File: src/rtl/nor_stat_pkg.sv
package nor_stat_pkg;
  typedef enum logic [1:0] {
    MODE_ARRAY  = 2'd0,
    MODE_STATUS = 2'd1,
    MODE_SUSP   = 2'd2
  } rd_mode_e;

  localparam logic [7:0] CMD_RESET = 8'hF0;
endpackage

File: src/rtl/nsg_toggle_bit.sv
module nsg_toggle_bit (
  input  logic clk,
  input  logic rst_n,
  input  logic flip_i,
  output logic q_o
);
  always_ff @(posedge clk or negedge rst_n) begin
    if (!rst_n) q_o <= 1'b0;
    else if (flip_i) q_o <= ~q_o;
  end

  AST_TOGGLE_FLIPS: assert property (@(posedge clk) disable iff (!rst_n)
    flip_i |=> (q_o != $past(q_o)));
  AST_TOGGLE_HOLDS: assert property (@(posedge clk) disable iff (!rst_n)
    !flip_i |=> $stable(q_o));
endmodule

File: src/rtl/nsg_timeout_mon.sv
module nsg_timeout_mon #(
  parameter int PULSE_LIMIT = 16
) (
  input  logic clk,
  input  logic rst_n,
  input  logic count_en_i,
  input  logic clear_i,
  output logic fail_o
);
  localparam int CW = $clog2(PULSE_LIMIT + 1);
  localparam logic [CW-1:0] LAST = CW'(PULSE_LIMIT - 1);
  localparam logic [CW-1:0] TOP  = CW'(PULSE_LIMIT);

  logic [CW-1:0] cnt_q;

  always_ff @(posedge clk or negedge rst_n) begin
    if (!rst_n) begin
      cnt_q  <= '0;
      fail_o <= 1'b0;
    end else if (clear_i) begin
      cnt_q  <= '0;
      fail_o <= 1'b0;
    end else if (fail_o) begin
      cnt_q  <= cnt_q;
    end else if (count_en_i) begin
      if (cnt_q == LAST) begin
        cnt_q  <= TOP;
        fail_o <= 1'b1;
      end else begin
        cnt_q  <= cnt_q + 1'b1;
      end
    end else begin
      cnt_q <= '0;
    end
  end

  AST_CNT_BOUND: assert property (@(posedge clk) disable iff (!rst_n)
    cnt_q <= TOP);
  AST_FAIL_NEEDS_STALL: assert property (@(posedge clk) disable iff (!rst_n)
    $rose(fail_o) |-> $past(count_en_i));
  AST_FAIL_STICKY: assert property (@(posedge clk) disable iff (!rst_n)
    (fail_o && !clear_i) |=> fail_o);
endmodule

File: src/rtl/nsg_sector_pick.sv
module nsg_sector_pick #(
  parameter int ADDR_W = 8,
  parameter int SECT_W = 2
) (
  input  logic [ADDR_W-1:0]      addr_i,
  input  logic [(1<<SECT_W)-1:0] sel_i,
  output logic                   hit_o
);
  localparam int SHIFT = ADDR_W - SECT_W;
  logic [SECT_W-1:0] idx;

  always_comb begin
    idx   = SECT_W'(addr_i >> SHIFT);
    hit_o = sel_i[idx];
  end
endmodule

File: src/rtl/nor_status_gen.sv
module nor_status_gen
  import nor_stat_pkg::*;
#(
  parameter int ADDR_W      = 8,
  parameter int SECT_W      = 2,
  parameter int PULSE_LIMIT = 16
) (
  input  logic                   clk,
  input  logic                   rst_n,
  input  logic                   rd_oe_i,
  input  logic                   rd_ce_i,
  input  logic [ADDR_W-1:0]      rd_addr_i,
  input  logic                   wr_en_i,
  input  logic [7:0]             wr_data_i,
  input  logic                   busy_i,
  input  logic                   erase_act_i,
  input  logic                   erase_susp_i,
  input  logic                   erase_begun_i,
  input  logic                   stuck_i,
  input  logic [(1<<SECT_W)-1:0] sect_sel_i,
  input  logic [7:0]             array_data_i,
  output logic [7:0]             dout_o,
  output logic                   dout_valid_o,
  output logic                   fail_o,
  output logic [1:0]             mode_o
);
  logic rd_evt, sec_hit, rst_cmd;
  logic st_full, st_susp, status_rd;
  logic op_flip, sec_flip, op_tog, sec_tog;
  logic [7:0] status_byte;

  nsg_sector_pick #(.ADDR_W(ADDR_W), .SECT_W(SECT_W)) u_pick (
    .addr_i (rd_addr_i),
    .sel_i  (sect_sel_i),
    .hit_o  (sec_hit)
  );

  nsg_timeout_mon #(.PULSE_LIMIT(PULSE_LIMIT)) u_tmo (
    .clk        (clk),
    .rst_n      (rst_n),
    .count_en_i (busy_i & stuck_i),
    .clear_i    (rst_cmd),
    .fail_o     (fail_o)
  );

  always_comb begin
    rd_evt    = rd_oe_i | rd_ce_i;
    rst_cmd   = wr_en_i && (wr_data_i == CMD_RESET) && (fail_o || !busy_i);
    st_full   = busy_i | fail_o;
    st_susp   = !st_full && erase_susp_i && sec_hit;
    status_rd = rd_evt && (st_full || st_susp);
    op_flip   = status_rd && st_full;
    sec_flip  = status_rd && sec_hit && (erase_act_i || erase_susp_i);
    status_byte = {1'b0, op_tog, fail_o, 1'b0, erase_begun_i, sec_tog, 2'b00};
    if (st_full)           mode_o = MODE_STATUS;
    else if (erase_susp_i) mode_o = MODE_SUSP;
    else                   mode_o = MODE_ARRAY;
  end

  nsg_toggle_bit u_op_tog (
    .clk (clk), .rst_n (rst_n), .flip_i (op_flip), .q_o (op_tog)
  );

  nsg_toggle_bit u_sec_tog (
    .clk (clk), .rst_n (rst_n), .flip_i (sec_flip), .q_o (sec_tog)
  );

  always_ff @(posedge clk or negedge rst_n) begin
    if (!rst_n) begin
      dout_o       <= 8'h00;
      dout_valid_o <= 1'b0;
    end else begin
      dout_valid_o <= rd_evt;
      if (rd_evt) dout_o <= status_rd ? status_byte : array_data_i;
    end
  end

  AST_VALID_AFTER_READ: assert property (@(posedge clk) disable iff (!rst_n)
    dout_valid_o |-> $past(rd_evt));
  AST_ARRAY_PASS: assert property (@(posedge clk) disable iff (!rst_n)
    (rd_evt && mode_o == MODE_ARRAY) |=> (dout_o == $past(array_data_i)));
  AST_OP_TOG_IDLE: assert property (@(posedge clk) disable iff (!rst_n)
    (!busy_i && !fail_o) |=> $stable(op_tog));
  AST_FAIL_STATUS_MODE: assert property (@(posedge clk) disable iff (!rst_n)
    fail_o |-> (mode_o == MODE_STATUS));
endmodule

File: config.mk
export PLATFORM = sky130hd
export DESIGN_NAME = nor_status_gen
export DESIGN_NICKNAME = d
export VERILOG_FILES = /design/src/rtl/nor_stat_pkg.sv /design/src/rtl/nsg_toggle_bit.sv /design/src/rtl/nsg_timeout_mon.sv /design/src/rtl/nsg_sector_pick.sv /design/src/rtl/nor_status_gen.sv
export SDC_FILE = /design/constraint.sdc
export NUM_CORES = 1
export LEC_CHECK = 0
export BUFFER_PORTS_ARGS = -buffer_cell sky130_fd_sc_hd__buf_4
export CORE_ASPECT_RATIO = 1.5
export CORE_MARGIN = 2
export CORE_UTILIZATION = 42
export CTS_CLUSTER_DIAMETER = 60
export CTS_CLUSTER_SIZE = 40
export DETAILED_ROUTE_END_ITERATION = 12
export PLACE_DENSITY_LB_ADDON = 0.3
export SKIP_CTS_REPAIR_TIMING = 1
export SLEW_MARGIN = 20
export SYNTH_ARGS = -nofsm -noshare
export SYNTH_HDL_FRONTEND = slang
export SYNTH_SLANG_ARGS = --single-unit
File: constraint.sdc
create_clock -name clk -period 2.57 [get_ports clk]
set_input_delay 0.257 -clock clk [delete_from_list [all_inputs] [get_ports clk]]
set_output_delay 0.257 -clock clk [all_outputs]
set_load 0.02 [all_outputs]
Word level (Yosys, flattened, before mapping)
Cells that the tools add are included.
Widths: inputs -> output; s select.
{"block": "op_classes", "addsub": 1, "n_lt_le_gt_ge": 1, "n_eq_ne": 3, "mux": 13, "bitwise": 5, "n_reduce_logical": 13}
{"op": "$mux 5", "count": 4}
{"op": "$eq 8x8->1 const B", "count": 1}
{"op": "$logic_and 1x1->1", "count": 8}
{"op": "$mux 8", "count": 1}
{"op": "$add 5x1->5 const B", "count": 1}
{"op": "$eq 5x4->1 const B", "count": 1}
{"op": "$mux 1", "count": 5}
{"op": "$mux 2", "count": 2}
{"op": "$logic_or 1x1->1", "count": 3}
{"op": "$lt 2x3->1 const B", "count": 1}
{"op": "$bmux 1 s2", "count": 1}
{"op": "$logic_not 1->1", "count": 2}
{"op": "$ne 2x2->1 const B", "count": 1}
{"op": "$not 1->1", "count": 2}
{"op": "$or 1x1->1", "count": 2}
{"op": "$and 1x1->1", "count": 1}
{"block": "word_totals", "reg_bits": 17, "in_bits": 38, "output_inout_bits": 12, "word_cells": 42}

Depth between registers and ports, before layout
Gate-level depths: netlist of the first run.
{"block": "logic_depth", "word_depth": 8, "depth_mapped": 7, "mapped_depth_nobuf": 7}

By module
A second synthesis of the first run with hierarchy kept.
{"block": "hier_totals", "cells_unflattened": 88, "area_unflattened_um2": 877.1}
{"mod": "nor_status_gen", "instances": 1, "cells_each": 49, "area_per_inst_um2": 452.9, "seq_area_each_um2": 225.2}
{"mod": "nsg_timeout_mon", "instances": 1, "cells_each": 34, "area_per_inst_um2": 334.1, "seq_area_each_um2": 150.1}
{"mod": "nsg_toggle_bit", "instances": 2, "cells_each": 2, "area_per_inst_um2": 33.8, "seq_area_each_um2": 25.0}
{"mod": "nsg_sector_pick", "instances": 1, "cells_each": 1, "area_per_inst_um2": 22.5, "seq_area_each_um2": 0.0}

Worst setup path after synthesis of the first run
Ideal clock, no wire load.
{"block": "synth_timing", "path_kind": "register -> register", "startpoint": "register u_tmo.cnt_q[0]", "endpoint": "register u_tmo.cnt_q[2]", "setup_ps": 77, "arrival_time_ps": 1734, "t_required_ps": 2493, "slack_ps": 758, "path_stages_with_launch": 7, "path_buffers": 0, "period_less_slack_ps": 1812, "cell_sequence": "dfrtp_1 -> ha_1 -> and3_1 -> ha_1 -> nand3b_1 -> or4b_1 -> a21oi_1"}
{"block": "synth_between", "elab_chain_len": 5, "word_cells_on_any_way": 6, "classes_between": "add/sub: 1; eq/ne: 1; mux: 4"}
{"item": "from (decl)", "line": "nsg_timeout_mon.sv:14", "text": "logic [CW-1:0] cnt_q;"}
{"item": "from (signal assigned)", "line": "nsg_timeout_mon.sv:24", "text": "cnt_q <= cnt_q;"}
{"item": "from (signal assigned)", "line": "nsg_timeout_mon.sv:30", "text": "cnt_q <= cnt_q + 1'b1;"}
{"item": "$add 5x1->5 / $eq 5x4->1 (equally long branches)", "line": "nsg_timeout_mon.sv:30, nsg_timeout_mon.sv:26"}
{"item": "$mux 5 (*)", "line": "nsg_timeout_mon.sv:26", "text": "if (cnt_q == LAST) begin"}
{"item": "$mux 5 (*)", "line": "nsg_timeout_mon.sv:25", "text": "end else if (count_en_i) begin"}
{"item": "$mux 5 (*)", "line": "nsg_timeout_mon.sv:23", "text": "end else if (fail_o) begin"}
{"item": "$mux 5 (*)", "line": "nsg_timeout_mon.sv:20", "text": "end else if (clear_i) begin"}
Mark *: on every way between the ends. The rest lies on a longest branch, timed or not. The select of a mux whose other input is x is not followed.
A chain may end at the register's enable or synchronous reset.

Worst setup path in the final report of the first run
Ends and elaborated chain as after synthesis.

==> flow_summary.yaml, run 1 <==
status:
  status: "complete, no violations"
timing:
  fmax_mhz: 504.5
  min_period_ps: 1982
  setup-violations-final: 0
  fin_setup_tns_ps: 0
  worst-slew-pin-transition_ps: 395.5
  hold_viol_final: 0
  slew_headroom: 0.7343
  fin_crit_sh: 0.7713
  finalMaxSlewViolations: 0
  skew_ps: 2.069
  rsz0062_at_grt: "no"
layout:
  layoutNonFillerInstCount: 146
  syn_to_final_growth_pct: 43.03
  layout_common_cells: "buf_4 (43), dfrtp_1 (17), nor2_1 (13)"
  nNetsFinal: 165
  n_antenna_cell: 0
  fill_cells: 158
  drive_above_1_share: 0.4032
  final_common_cell: "buf_4"
worst_setup_path:
  critPathRequiredTime_ps: 2780
  max_stage_delay_ps: 510
  path_class: "flop to flop"
  cp_common_cell: "ha_1"
  worstReg2RegStart: "u_tmo.cnt_q[0]"
  cp.depth: 6
  worstPathCellList: "ha_1, and3_1, ha_1, nand3b_1, or4b_1, a21oi_1"
  ff2ff_setup_slack_ps: 590
  start_kind: "flop"
  cp_max_fo: 6
  crit_path_end_kind: "flop"
  reg2reg_to: "u_tmo.cnt_q[2]"
  critical_path.top_delay_family: "simple AND/OR/NAND/NOR gates"
  reg2reg_depth: 6
  path_buf_inv: 0
  critPathSlowestCell: "or4b_1"
  crit_arrival_ps: 2200
placement:
  dp.cells: 141
  numPortBuffers: 43
  dp_hpwl_um: 1462
  gp_congestion: 0.7029
yosys:
  synth_compound_area_frac: 0.1571
  synth_nets: 120
  yosys_warnings: 0
  synth_area_um2: 852.1
  synth-simple-area-share: 0.1953
  synth-adder-area-share: 0.02937
  ys_seq_area_frac: 0.4993
  synth_area_per_cell_um2: 10.65
  synth_xor_area_frac: 0.02056
  synthMuxAreaShare: 0.06167
  synthCells: 80
  ys_seq_elements: 17
  yosys.cell_types.count: 29
  synth_top_family_by_area: "simple AND/OR/NAND/NOR gates"
floorplanning:
  die_y_um: 59.17
  start_util: 0.4310
  die_w_um: 40.78
  core_mm2: 0.001977
  num_rows: 20
  dieArea_mm2: 0.002412
  pin_count: 50
route:
  ant_nets: 0
  via_per_inst: 5.329
  drc: 0
  num_vias: 778
  drt_iter0_drc: 7
  first_pass_iters: 3
  wirelength_um: 1837
  wl_per_cell_um: 12.58
pwr:
  p_leak_nw: 0.5978
  peakVddDrop_v: 0.0004029
  powerDensity_mw_per_mm2: 521.8
  total_power_mw: 0.6359
clock_network:
  htree_levels: 1
  clkLatencyLatePin_ps: 280
  cts_sinks: 17
  cts_tree: "done"
  cts_buffers: 3
  path_clk_slew_ps: 90
  cts_root_buf: "clkbuf_4"
  cts_buffer_depth: 2
run:
  cap_violations: 0
hold_path:
  hold_path_class: "primary input to flop"
  min_path_cells: 2
  hold_end: "dout_o[1]"
  min-delay-start: "array_data_i[1]"
grt:
  grt_pass1_vias: 692
  overflow: 0
  gr-usage-all-layers: 0.1699
  antenna_found_initial: 0
  grt_pass1_wl_um: 2760
  grt_max_degree: 18
==> Yosys cell counts <==
cell type / count / area share
ha_1: 2 / 0.029
a21o_1: 1 / 0.0088
nor3b_1: 1 / 0.0088
a21oi_1: 9 / 0.053
nand3_1: 2 / 0.012
a31oi_1: 1 / 0.0073
xnor2_1: 2 / 0.021
and3_1: 1 / 0.0073
o21ai_0: 2 / 0.012
buf_2: 1 / 0.0059
or4_1: 1 / 0.0088
nor2_1: 13 / 0.057
mux2i_1: 3 / 0.035
inv_1: 3 / 0.013
clkbuf_1: 2 / 0.0088
nor4_4: 1 / 0.025
dfrtp_1: 17 / 0.50
a32oi_1: 1 / 0.010
a32o_1: 4 / 0.047
mux4_2: 1 / 0.026
nand3b_1: 1 / 0.0088
buf_4: 1 / 0.0088
or4b_1: 2 / 0.023
nand2_1: 2 / 0.0088
a21oi_4: 1 / 0.019
nor2b_1: 2 / 0.015
or2_2: 1 / 0.0073
nand4_1: 1 / 0.0073
nor3_1: 1 / 0.0059
==> cell families (layout without fill, tap and decap cells) <==
family / Yosys count / after routing
compound gates: 19 / 19
flops: 17 / 17
buf+inv: 7 / 51
simple gates: 29 / 29
mux: 4 / 4
xor+xnor: 2 / 2
fa+ha+maj: 2 / 2
==> state kept, by name, summed over array words and instances (netlist names) <==
name and count:
dout_o 8, u_op_tog.q_o 1, u_tmo.fail_o 1, u_sec_tog.q_o 1
dout_valid_o 1, u_tmo.cnt_q 5
==> power by group <==
part	switching (mW)	leakage (nW)	internal (mW)
Combinational	0.0803	0.367	0.0933
Sequential	0.0223	0.216	0.304
Clock	0.0755	0.0150	0.0602
Total	0.178	0.598	0.458
==> final cells by class <==
class | count | area, um2 | share of cell area
well taps | 22 | 27.53 | 0.02259
flip-flops and latches | 17 | 425.4 | 0.3491
repair buffers | 44 | 332.8 | 0.2731
inverters | 3 | 11.26 | 0.009240
clock buffers | 4 | 26.28 | 0.02156
multi-input cells | 56 | 395.4 | 0.3244
==> per-stage QoR <==
stage | setup slack (ps) | hold WS, ps | utilization | area [um2]
finish | 587.6 | 219.1 | 0.6165 | 1219
global route | 421.9 | 224.0 | 0.6165 | 1219
CTS | 576.2 | -179.3 | 0.6114 | 1209
detailed placement | 583.5 | 131.6 | 0.5981 | 1182
global placement | 687.0 | 128.1 | 0.5981 | 1182
floorplan | 758.4 | -38.59 | - | 852.1
==> worst max path at each step <==
stage,end,from,slack (ps)
after CTS,u_tmo.cnt_q[2],u_tmo.cnt_q[0],580
after detailed placement,u_tmo.cnt_q[2],u_tmo.cnt_q[0],580
after floorplan,u_tmo.cnt_q[2],u_tmo.cnt_q[0],760
final,u_tmo.cnt_q[2],u_tmo.cnt_q[0],590
after global routing,u_tmo.cnt_q[2],u_tmo.cnt_q[0],420
after global placement,u_tmo.cnt_q[2],u_tmo.cnt_q[0],690
==> layer usage <==
| metal | global-route usage | share of wire |
|---|---|---|
| met1 | 0.1818 | 0.39 |
| met2 | 0.2948 | 0.55 |
| met3 | 0.02256 | 0.042 |
| met4 | 0.1000 | 0.023 |
| met5 | 0 | 0 |
Power figures use the tool's default switching activity.
==> inputs of run 2 (changes only) <==
ABC_AREA = 1   (was default)
CORE_UTILIZATION = 43   (was 42)
clock period = 1.88 ns   (was 2.57 ns; I/O delays follow)
==> flow_summary.yaml, run 2 <==
clock_network:
  htree_levels: 1
  cts_sinks: 17
  cts_buffer_depth: 2
  path_clk_slew_ps: 90
  cts_tree: "done"
  clkLatencyLatePin_ps: 280
  cts_buffers: 3
  cts_root_buf: "clkbuf_4"
layout:
  final_common_cell: "buf_4"
  largest_reg_flops: 8
  fin_util: 0.6420
  fill_cells: 184
  regMostFlops: "dout_o"
  n_antenna_cell: 0
  layout_common_cells: "buf_4 (43), nand2_1 (32), nor2_1 (17), dfrtp_1 (17), nand3_1 (16)"
  nNetsFinal: 213
  reg_top3: "dout_o: 8 flops, u_tmo.cnt_q: 5 flops"
  syn_to_final_growth_pct: 40.35
  drive_above_1_share: 0.2907
yosys:
  ys_seq_area_frac: 0.4588
  ys_seq_elements: 17
  ys_async_sr_fraction: 1.000
  synthCells: 126
  synth_nets: 166
  yosys.cell_types.count: 20
  yosys_warnings: 0
  synth_common_cells: "nand2_1 (32), dfrtp_1 (17), nor2_1 (17)"
  yosys-top-cells-area: "dfrtp_1 (46%), nand2_1 (13%), nand3_1 (8.6%), nor2_1 (6.9%), inv_1 (6.1%)"
  synth-main-ff-cell: "dfrtp_1"
  synth_edf_count: 0
  yosys.area.top_type: "dfrtp_1"
  synth.most_common_cell: "nand2_1"
  synth_top_cell_area_share: 0.4588
  synth_area_um2: 927.1
  synth_area_per_cell_um2: 7.358
worst_setup_path:
  critPathSlowestCell: "dfrtp_1"
  path_class: "flop to primary output"
  worstPathCellList: "nor2_2, inv_1, nor2_1, buf_4"
  critPathRequiredTime_ps: 1690
  worstReg2RegStart: "u_tmo.cnt_q[0]"
  critical_path.top_delay_family: "flip-flops"
  reg2reg_to: "u_tmo.cnt_q[2]"
  path_buf_inv: 2
  cp_max_fo: 10
  crit_path_end_kind: "primary output"
  reg2reg_depth: 7
  crit_arrival_ps: 1420
  start_kind: "flop"
  ff2ff_setup_slack_ps: 360
  max_stage_delay_ps: 450
timing:
  setup-violations-final: 0
  worst-slew-pin-transition_ps: 383.3
  skew_ps: 0.6303
  finalMaxSlewViolations: 0
  min_period_ps: 1607
  rsz0062_at_grt: "no"
  hold_viol_final: 0
  slew_headroom: 0.7442
  fin_setup_tns_ps: 0
  fmax_mhz: 622.3
  fin_crit_sh: 0.8548
grt:
  antenna_found_initial: 0
  grt_max_degree: 18
  grt_pass1_wl_um: 3767
  gr-usage-all-layers: 0.1888
  grt_pass1_vias: 942
  overflow: 0
route:
  drt_iter0_drc: 17
  drc: 0
  num_vias: 969
  via_per_inst: 4.995
  wirelength_um: 2143
  wl_per_cell_um: 11.05
  first_pass_iters: 4
  ant_nets: 0
floorplanning:
  start_util: 0.4574
  dieArea_mm2: 0.002551
  die_y_um: 60.87
  num_rows: 20
  pin_count: 50
  die_w_um: 41.92
  core_mm2: 0.002027
hold_path:
  min_path_cells: 3
  hold_path_class: "primary input to flop"
  hold_end: "dout_o[4]"
  min-delay-start: "array_data_i[4]"
placement:
  gp_congestion: 0.7950
  dp_hpwl_um: 1743
  numPortBuffers: 43
pwr:
  peakVddDrop_v: 0.0004556
  powerDensity_mw_per_mm2: 756.1
  p_leak_nw: 0.6852
status:
  status: "complete, no violations"
run:
  cap_violations: 0
-- run 2: changes by cell type in the layout (fill, tap and decap cells not counted), sizes merged, moves of 3 or more --
| cell | delta |
|---|---|
| nand3 | +14 |
| nor3 | +3 |
| inv | +13 |
| nand2 | +30 |
| a32o | -4 |
| nor2 | +6 |
| o21ai | +5 |
| mux2i | -3 |
| a21oi | -5 |
-- run 2: worst max-delay path by stage --
| stage | startpoint | endpoint | slack, ps | cells past startpoint |
|---|---|---|---|---|
| 2_1_floorplan | u_tmo.fail_o | mode_o[1] | 550 | 3 |
| 3_3_place_gp | u_tmo.cnt_q[0] | u_tmo.cnt_q[2] | 450 | 7 |
| 3_5_place_dp | u_tmo.cnt_q[0] | u_tmo.cnt_q[2] | 400 | 7 |
| 4_1_cts | u_tmo.fail_o | mode_o[1] | 240 | 4 |
| 5_1_grt | u_tmo.fail_o | mode_o[1] | 160 | 4 |
| 6_report | u_tmo.fail_o | mode_o[1] | 270 | 4 |
-- run 2: where the power goes --
part           switching [mW]  leakage [nW]  internal [mW]  total [mW]
clock                   0.108        0.0150         0.0824       0.190
sequential             0.0503         0.210          0.437       0.488
combinational           0.162         0.460          0.145       0.306
total                   0.320         0.685          0.664       0.984
-- run 2: cells by family after synthesis --
| logic type | after synthesis | share of synthesized area |
|---|---|---|
| buffers and inverters | 18 | 0.07826 |
| AO/OA/AOI/OAI | 12 | 0.06477 |
| flip-flops | 17 | 0.4588 |
| adder cells (fa/ha/maj) | 2 | 0.02699 |
| XOR/XNOR | 1 | 0.009448 |
| AND/OR/NAND/NOR | 76 | 0.3617 |
-- run 2: per-layer routing --
layer,wire length (um),part of all wire,track usage,vias to the layer above
met5,0,0,0,-
met4,23,0.011,0.08295,0
met3,134,0.063,0.02679,4
met2,1127,0.53,0.3527,37
met1,858,0.40,0.2144,432
li1,-,-,-,496
-- run 2: metrics by stage --
step / power (mW) / hold slack, ps / cell area, um2 / setup slack, ps / cells
finish: 0.9838 / 167.8 / 1301 / 273.0 / 194
global route: 1.058 / 162.8 / 1301 / 163.5 / 194
CTS: 0.9945 / -259.1 / 1291 / 244.3 / 193
detailed placement: 0.8016 / 63.22 / 1265 / 403.1 / 189
global placement: 0.7874 / 61.26 / 1265 / 447.9 / 189
floorplan: 0.6640 / -107.6 / 927.1 / 546.9 / 126
-- run 2: worst reg2reg max path, cell delays in order (launching register included) --
cell and delay [ps]:
dfrtp_1 450, ha_1 200, inv_1 60, nor3_1 190, ha_1 270, a21oi_1 60, nand4_1 100, o21ai_0 80
-- run 2: cell type report --
cell class,instances,area [um2],share of cell area
multi-input cells,91,429.2,0.3298
well taps,22,27.53,0.02115
clock buffers,4,26.28,0.02019
flip-flops and latches,17,425.4,0.3269
inverters,16,60.06,0.04615
repair buffers,44,332.8,0.2558
==> inputs of run 3 (changes only) <==
ABC_AREA = default   (was 1)
CORE_UTILIZATION = 42   (was 43)
==> flow_summary.yaml, run 3 (synthesized netlist as in run 1, its figures left out) <==
worst_setup_path:
  worstReg2RegStart: "u_tmo.cnt_q[0]"
  reg2reg_to: "u_tmo.cnt_q[2]"
  crit_arrival_ps: 2090
  cp_max_fo: 4
  reg2reg_depth: 6
  critPathSlowestCell: "or4b_1"
  path_buf_inv: 0
  ff2ff_setup_slack_ps: 20
  critical_path.top_delay_family: "simple AND/OR/NAND/NOR gates"
  start_kind: "flop"
  max_stage_delay_ps: 550
  path_class: "flop to flop"
  worstPathCellList: "ha_2, and3_4, ha_4, nand3b_1, or4b_1, a21oi_1"
  critPathRequiredTime_ps: 2110
  crit_path_end_kind: "flop"
route:
  drc: 0
  wl_per_cell_um: 12.41
  ant_nets: 0
  via_per_inst: 5.270
  wirelength_um: 1836
  drt_iter0_drc: 8
  num_vias: 780
  first_pass_iters: 4
layout:
  largest_reg_flops: 8
  regArea_um2: 425.4
  fin_util: 0.6348
  nNetsFinal: 167
  reg_top3: "dout_o: 8 flops, u_tmo.cnt_q: 5 flops"
  drive_above_1_share: 0.4444
  final_common_cell: "buf_4"
  multi_input_area_um2: 415.4
  syn_to_final_growth_pct: 47.28
  n_antenna_cell: 0
  regMostFlops: "dout_o"
  fill_cells: 158
  layout_common_cells: "buf_4 (45), dfrtp_1 (17), nor2_1 (13)"
floorplanning:
  die_w_um: 40.78
  die_y_um: 59.17
  num_rows: 20
  pin_count: 50
  core_mm2: 0.001977
  start_util: 0.4310
  dieArea_mm2: 0.002412
timing:
  skew_ps: 10.56
  fmax_mhz: 538.2
  fin_setup_tns_ps: 0
  min_period_ps: 1858
  worst-slew-pin-transition_ps: 379.9
  setup-violations-final: 0
  worst_slack_ps: 21.80
  timing.hold.ws_ps: 132.4
  slew_headroom: 0.7448
  fin_crit_sh: 0.9884
  rsz0062_at_grt: "yes"
  finalMaxSlewViolations: 0
  hold_viol_final: 0
clock_network:
  cts_root_buf: "clkbuf_4"
  cts_buffers: 3
  clkLatencyLatePin_ps: 290
  htree_levels: 1
  cts_sinks: 17
  cts_tree: "done"
  path_clk_slew_ps: 100
  cts_buffer_depth: 2
run:
  cap_violations: 0
pwr:
  peakVddDrop_v: 0.0004926
  powerDensity_mw_per_mm2: 698.1
  total_power_mw: 0.8761
  p_leak_nw: 0.6067
grt:
  antenna_found_initial: 0
  overflow: 0
  grt_pass1_wl_um: 2587
  gr-usage-all-layers: 0.1545
  grt_pass1_vias: 692
  grt_max_degree: 18
hold_path:
  min_path_cells: 2
  hold_end: "dout_o[7]"
  hold_path_class: "primary input to flop"
  min-delay-start: "array_data_i[7]"
placement:
  dp_hpwl_um: 1463
  pre_cts_ws_ps: 0.2531
  gp_congestion: 0.6981
  numPortBuffers: 43
status:
  status: "complete, no violations"
## run 3: worst max-delay path by stage
stage	from	depth (start not counted)	slack, ps	endpoint
after detailed placement	u_tmo.cnt_q[0]	6	0.3	u_tmo.cnt_q[2]
after global routing	u_tmo.cnt_q[0]	6	-60	u_tmo.cnt_q[2]
final	u_tmo.cnt_q[0]	6	20	u_tmo.cnt_q[2]
after floorplan	u_tmo.cnt_q[0]	6	70	u_tmo.cnt_q[2]
after global placement	u_tmo.cnt_q[0]	6	60	u_tmo.cnt_q[2]
after CTS	u_tmo.cnt_q[0]	6	-30	u_tmo.cnt_q[2]
## run 3: where the power goes
group          switching (mW)  total, mW  internal [mW]
clock                   0.112      0.191         0.0792
combinational           0.110      0.239          0.129
sequential             0.0300      0.446          0.416
## run 3: cell type report
cell class / count / share of cell area
sequential: 17 / 0.3390
clock buffer: 3 / 0.01795
inverter: 3 / 0.008973
timing repair buffer: 46 / 0.2772
multi-input combinational: 56 / 0.3310
clock inverter: 1 / 0.003988
tap: 22 / 0.02193
## run 3: layer usage
layer	up-vias	GRT usage	part of all wire
li1	384	-	-
met1	364	0.1576	0.39
met2	26	0.2902	0.54
met3	6	0.01128	0.057
met4	0	0.07143	0.021
met5	-	0	0
## run 3: per-stage QoR
step	area (um2)	std cells
2_1_floorplan	852.1	80
3_3_place_gp	1197	143
3_5_place_dp	1197	143
4_1_cts	1225	147
5_1_grt	1255	148
6_report	1255	148
